### config.mk
export PLATFORM = sky130hd
export DESIGN_NAME = lfsr_maxlen
export DESIGN_NICKNAME = d
export VERILOG_FILES = /design/src/rtl/lfsr_pkg.sv /design/src/rtl/lfsr_feedback.sv /design/src/rtl/lfsr_shift_reg.sv /design/src/rtl/lfsr_maxlen.sv
export SDC_FILE = /design/constraint.sdc
export NUM_CORES = 1
export LEC_CHECK = 0
export BUFFER_PORTS_ARGS = -buffer_cell sky130_fd_sc_hd__buf_4
export CORE_AREA = 4 4 41 43
export DETAILED_ROUTE_END_ITERATION = 12
export DIE_AREA = 0 0 45 47
export RECOVER_POWER = 25
export SLEW_MARGIN = 30
export SYNTH_ARGS = -nofsm -noshare
export SYNTH_HDL_FRONTEND = slang
export SYNTH_SLANG_ARGS = --single-unit
### constraint.sdc
create_clock -name clk -period 0.9 [get_ports clk]
set_input_delay 0.135 -clock clk [delete_from_list [all_inputs] [get_ports clk]]
set_output_delay 0.135 -clock clk [all_outputs]
set_load 0.01 [all_outputs]
### src/rtl/lfsr_pkg.sv
package lfsr_pkg;

  localparam int MIN_WIDTH = 3;
  localparam int MAX_WIDTH = 16;

  // Feedback tap mask: bit (t-1) is set for each tap t of a primitive polynomial.
  function automatic logic [MAX_WIDTH-1:0] tap_mask(input int width);
    case (width)
      3:       tap_mask = 16'h0006;
      4:       tap_mask = 16'h000C;
      5:       tap_mask = 16'h0014;
      6:       tap_mask = 16'h0030;
      7:       tap_mask = 16'h0060;
      8:       tap_mask = 16'h00B8;
      9:       tap_mask = 16'h0110;
      10:      tap_mask = 16'h0240;
      11:      tap_mask = 16'h0500;
      12:      tap_mask = 16'h0829;
      13:      tap_mask = 16'h100D;
      14:      tap_mask = 16'h2015;
      15:      tap_mask = 16'h6000;
      16:      tap_mask = 16'hD008;
      default: tap_mask = 16'h0000;
    endcase
  endfunction

  // Sequence length for a given width and splice choice.
  function automatic int seq_period(input int width, input bit zero_insert);
    seq_period = (1 << width) - (zero_insert ? 0 : 1);
  endfunction

endpackage

### src/rtl/lfsr_feedback.sv
module lfsr_feedback #(
  parameter int WIDTH       = 8,
  parameter bit ZERO_INSERT = 1'b0
) (
  input  logic [WIDTH-1:0] state,
  output logic             fb,
  output logic             splice
);
  localparam logic [lfsr_pkg::MAX_WIDTH-1:0] MASK_FULL = lfsr_pkg::tap_mask(WIDTH);
  localparam logic [WIDTH-1:0]               MASK      = MASK_FULL[WIDTH-1:0];

  logic parity;

  assign parity = ^(state & MASK);
  // Window detector: all bits below the MSB are clear.
  assign splice = (state[WIDTH-2:0] == '0);

  generate
    if (ZERO_INSERT) begin : g_zero_ins
      assign fb = parity ^ splice;
    end else begin : g_plain
      assign fb = parity;
    end
  endgenerate

endmodule

### src/rtl/lfsr_shift_reg.sv
module lfsr_shift_reg #(
  parameter int WIDTH = 8
) (
  input  logic             clk,
  input  logic             rst,
  input  logic             fb,
  output logic [WIDTH-1:0] state,
  output logic             armed
);
  localparam logic [WIDTH-1:0] SEED = '1;

  always_ff @(posedge clk) begin
    if (rst) state <= SEED;
    else     state <= {state[WIDTH-2:0], fb};
  end

  always_ff @(posedge clk) begin
    if (rst) armed <= 1'b1;
  end


  reset_seed_chk: assert property (@(posedge clk) rst |=> (state == SEED));


  shift_step_chk: assert property (@(posedge clk) disable iff (rst)
    armed |=> (state[WIDTH-1:1] == $past(state[WIDTH-2:0])));

endmodule

### src/rtl/lfsr_maxlen.sv
module lfsr_maxlen #(
  parameter int WIDTH       = 8,
  parameter bit ZERO_INSERT = 1'b0
) (
  input  logic             clk,
  input  logic             rst,
  output logic [WIDTH-1:0] lfsr_q
);
  localparam int              PERIOD = lfsr_pkg::seq_period(WIDTH, ZERO_INSERT);
  localparam logic [WIDTH-1:0] SEED  = '1;
  localparam logic [WIDTH-1:0] TOPONE = {1'b1, {(WIDTH-1){1'b0}}};
  localparam logic [WIDTH-1:0] ONE    = {{(WIDTH-1){1'b0}}, 1'b1};

  generate
    if (WIDTH < lfsr_pkg::MIN_WIDTH || WIDTH > lfsr_pkg::MAX_WIDTH) begin : g_bad_width
      $error("lfsr_maxlen: WIDTH outside supported range");
    end
  endgenerate

  logic             fb;
  logic             splice;
  logic             armed;
  logic [WIDTH-1:0] state;

  lfsr_feedback #(.WIDTH(WIDTH), .ZERO_INSERT(ZERO_INSERT)) u_fb (
    .state (state),
    .fb    (fb),
    .splice(splice)
  );

  lfsr_shift_reg #(.WIDTH(WIDTH)) u_reg (
    .clk  (clk),
    .rst  (rst),
    .fb   (fb),
    .state(state),
    .armed(armed)
  );

  assign lfsr_q = state;

  // Distance since the register last held the seed, for the period checks.
  logic [WIDTH:0] since_seed;
  always_ff @(posedge clk) begin
    if (rst)                since_seed <= '0;
    else if (state == SEED) since_seed <= {{WIDTH{1'b0}}, 1'b1};
    else                    since_seed <= since_seed + 1'b1;
  end


  period_len_chk: assert property (@(posedge clk) disable iff (rst)
    (armed && state == SEED && since_seed != '0) |-> (since_seed == PERIOD[WIDTH:0]));

  generate
    if (ZERO_INSERT) begin : g_zi_chk

      zero_entry_chk: assert property (@(posedge clk) disable iff (rst)
        (armed && splice && state == TOPONE) |=> (state == '0));

      zero_exit_chk: assert property (@(posedge clk) disable iff (rst)
        (armed && splice && !state[WIDTH-1]) |=> (state == ONE));
    end else begin : g_std_chk

      never_zero_chk: assert property (@(posedge clk) disable iff (rst)
        (armed && splice) |-> state[WIDTH-1]);
    end
  endgenerate

endmodule

# Word level (Yosys, flattened, before mapping)

Cells that the tools add are included.

Output and inout port bits: 8
Register bits after elaboration: 8
Word-level logic and storage cells: 2

Reductions and logical operators: 1

Operators with widths:

| operator          | number |
|---|---|
| $reduce_xor A8 Y1 | 1 |

# Longest topological paths before layout

Word-level depth: 1
Gate-level depth with buffers: 3

# By module

A second synthesis with hierarchy kept.

Cell total of the unflattened synthesis: 25
Area total of the unflattened synthesis: 279.0 sq um

By module, submodules not included:

| module         | area an instance (sq um) | instances | cells an instance | seq. area each (sq um) |
|---|---|---|---|---|
| lfsr_shift_reg | 221.5                    | 1         | 18                | 160.2 |
| lfsr_feedback  | 57.6                     | 1         | 7                 | 0.0 |

# Worst setup path after synthesis

OpenSTA, ideal clock, no wires.

Path type: flip-flop to flip-flop
Start: reg u_reg.state[5]
End: reg u_reg.state[0]
Cell stages (with the launch flop): 4
Setup slack: 0.045 ns
Data arrival time: 0.738 ns
Path buffers: 0
Data required time: 0.783 ns
Cells stage by stage: dfxtp_1 xor2_1 xnor2_1 nand2b_1

Word-level cells in the longest chain between the ends: 1

Ends and longest elaborated chain:

| item                   | RTL line             | RTL |
|---|---|---|
| from (decl)            | lfsr_shift_reg.sv:7  | `output logic [WIDTH-1:0] state,` |
| from (signal assigned) | lfsr_shift_reg.sv:14 | `else state <= {state[WIDTH-2:0], fb};` |
| $reduce_xor A8 Y1      | lfsr_feedback.sv:14  | `assign parity = ^(state & MASK);` |

Every way passes these cells.
A chain may end at the register's enable or synchronous reset.

# Worst setup path after layout

Start: reg u_reg.state[4]
End: out lfsr_q[4]

RTL lines:

| item      | RTL line         | RTL |
|---|---|---|
| to (decl) | lfsr_maxlen.sv:7 | `output logic [WIDTH-1:0] lfsr_q` |

No word-level cell between the ends.

==> metrics <==
RePlAce Congestion=0.6107; area share of the largest cell type after synthesis=67.72%; library cell with the largest summed area after synthesis=sky130_fd_sc_hd__dfxtp_1; register bank with the most flops=u_reg.state; htree depth=1; most used routing layer in global routing=met2; routed wirelength normalized by instance count=10.50 µm; Clock Pin Slew Worst Setup and Hold Paths=0.05 ns; GRT Overall Usage=6.349%; vertical die dimension=47 µm; vias per cell=3.646; area taken by multi-input logic gates=91.34 µm²; Total Nets Final=37; time the final worst path needs with I/O delays and setup=0.9270 ns; number of violations of the max-capacitance limit=0; cells traversed along the worst timing path=buf_6 -> buf_6; GR Layer Usage met3=7.663%; Post-DP Area=330.3 µm²; clock latency reported for the late side of the worst-skew pair=0.25 ns; data arrival time at the worst-slack endpoint=0.79 ns; Req. time, crit path=0.76 ns; most repeated library cell on the critical path=sky130_fd_sc_hd__buf_6; Sum Neg Setup Slack=-0.04242 ns; register bit total from synthesis=8; clock tree buffer depth=2; f_max=1079 MHz; number of instances in the synthesized netlist=19; Port Buffers=9; final setup margin=-0.02696 ns; kind of capture point of the worst setup path=output port; Power, Total=0.6815 mW; fin crit share=103.0%; post-synthesis instance area=236.5 µm²; worst clock skew on the final layout=0.002902 ns; layout-stage area growth over the synthesis result=68.25%; total number of vias=175; IR drop worst, VDD=0.0007802 V; worst setup slack for register-to-register paths=-0.02 ns; max FFs per register=8; Hold Path End=u_reg.state[4]; final design area excluding fillers=397.9 µm²; I/O pins=10; area of the core region=1301 µm²; remaining design rule violation count=0; Chip Width=45 µm; Synth Warn #=0; GR met2 Demand/Resource=8.192%; total detailed-routing wirelength=504 µm; number of iterations in the first detailed-routing pass=2; via count of the first global-routing pass=195; number of routed nets with antenna violations=0; slowest cell delay on critical path=0.33 ns; GR Overflow Total=0; final-report max-slew violation count=0; post-synth net total=21; mux share of post-synthesis cell area=0%; static leakage=0.1565 nW; sequential cell area fraction in the yosys report=67.72%; run status=finished, violations left; Ant. Diodes=0; largest family of logic cells by synthesized area=simple AND/OR/NAND/NOR gates; fraction of layout cells with a size suffix above 1=81.82%; hold buffers post-CTS=0; share of the synthesized netlist area taken by xor and xnor gates=11.11%; beginning of the worst register-to-register path=u_reg.state[4]; number of antenna violations at the first check in global routing=0; Yosys cell types=5; sequential cell area=167.7 µm²; worst slew margin relative to its limit=90.41%; type of the worst setup path=flip-flop to output port; Worst Path Buf+Inv=2; PwrDens=1713 nW/µm²; cts bufs inserted=3; buffer cell driving the clock tree root=sky130_fd_sc_hd__clkbuf_4; met1 Usage GRT=6.452%; endpoints failing setup=2; area of the die=2115 µm²; number of hold violations in the final report=0; commonest cells after routing, fill and taps aside=sky130_fd_sc_hd__or2_2 (7), sky130_fd_sc_hd__buf_4 (7), sky130_fd_sc_hd__buf_6 (4), sky130_fd_sc_hd__dfxtp_1 (4); compound-gate portion of the synthesized area=0%; worst hold path cell count=2; area share of and/or/nand/nor cells after synthesis=21.16%; count of filler cells inserted in the layout=144; synth top area cells=sky130_fd_sc_hd__dfxtp_1 (68%), sky130_fd_sc_hd__or2_2 (19%), sky130_fd_sc_hd__xor2_1 (7.4%), sky130_fd_sc_hd__xnor2_1 (3.7%), sky130_fd_sc_hd__nand2b_1 (2.6%); failing checks=setup timing; highest net fanout along the worst path=2; Slowest cell on crit path=sky130_fd_sc_hd__dfxtp_2; largest registers=u_reg.state: 8 flops; setup repair after global routing missed its margin=yes; average cell area after synthesis=12.45 µm²; initial core utilization=18.17%; area share of fa/ha/maj cells after synthesis=0%; delay-heaviest family, CP=flip-flops; launch instance of the worst min-delay path=rst; min-delay worst type=primary input to flip-flop; endpoint of the most critical register-to-register path=u_reg.state[0]; pin count of the biggest net entering global routing=9; TritonCTS clock tree=done; global-route wire length before repair=841 µm; Worst R2R Path Depth=4; num rows=13; violation count after the first detailed-route iteration=1; TritonCTS Sinks=8; transition time of the tightest slew-check pin=0.1437 ns; type of element launching the critical path=flip-flop
## stage by stage
stage / hold WS [ns] / instances / worst slack [ns] / util (%)
6_report: 0.1303 / 48 / -0.02696 / 30.58
2_1_floorplan: 0.2365 / 19 / 0.04497 / -
3_3_place_gp: 0.3797 / 44 / 0.03827 / 25.38
5_1_grt: 0.1251 / 48 / -0.06425 / 30.58
4_1_cts: 0.1187 / 48 / -0.03291 / 29.33
3_5_place_dp: 0.3803 / 44 / 0.05152 / 25.38
## power breakdown
group          switching, mW  total (mW)  internal, mW
logic                 0.0188      0.0468        0.0281
clock network          0.112       0.264         0.152
registers            0.00718       0.371         0.364
total                  0.138       0.682         0.544
## worst max-delay path by stage
stage / startpoint / endpoint / slack (ns) / cells past startpoint
2_1_floorplan: u_reg.state[5] / u_reg.state[0] / 0.04 / 3
3_3_place_gp: u_reg.state[7] / u_reg.state[0] / 0.04 / 3
6_report: u_reg.state[4] / lfsr_q[4] / -0.03 / 2
4_1_cts: u_reg.state[4] / lfsr_q[4] / -0.03 / 2
5_1_grt: u_reg.state[4] / u_reg.state[0] / -0.06 / 4
3_5_place_dp: u_reg.state[5] / u_reg.state[0] / 0.05 / 3
## cells in the mapped netlist
cell type / number
sky130_fd_sc_hd__xnor2_1: 1
sky130_fd_sc_hd__dfxtp_1: 8
sky130_fd_sc_hd__xor2_1: 2
sky130_fd_sc_hd__nand2b_1: 1
sky130_fd_sc_hd__or2_2: 7
## cell families after synthesis
kind of cell / count (synthesis)
flops: 8
simple gates: 8
xor+xnor: 3
## layer usage
layer	wire (µm)	vias up
li1	-	85
met1	220	76
met2	203	14
met3	80	0
met4	0	0
met5	0	-
## area by class of cell
cell class	instances	area share (%)
clock buffers	3	5.660
multi-input cells	11	22.96
repair buffers	11	24.53
well taps	15	4.717
flip-flops and latches	8	42.14
## repair_timing
action                     CTS  global route
pin swaps                    2             1
setup buffers                1             0
setup endpoints to repair    1             4
gates resized for setup      6             5
Note: power is estimated with default switching activity, not from simulation.
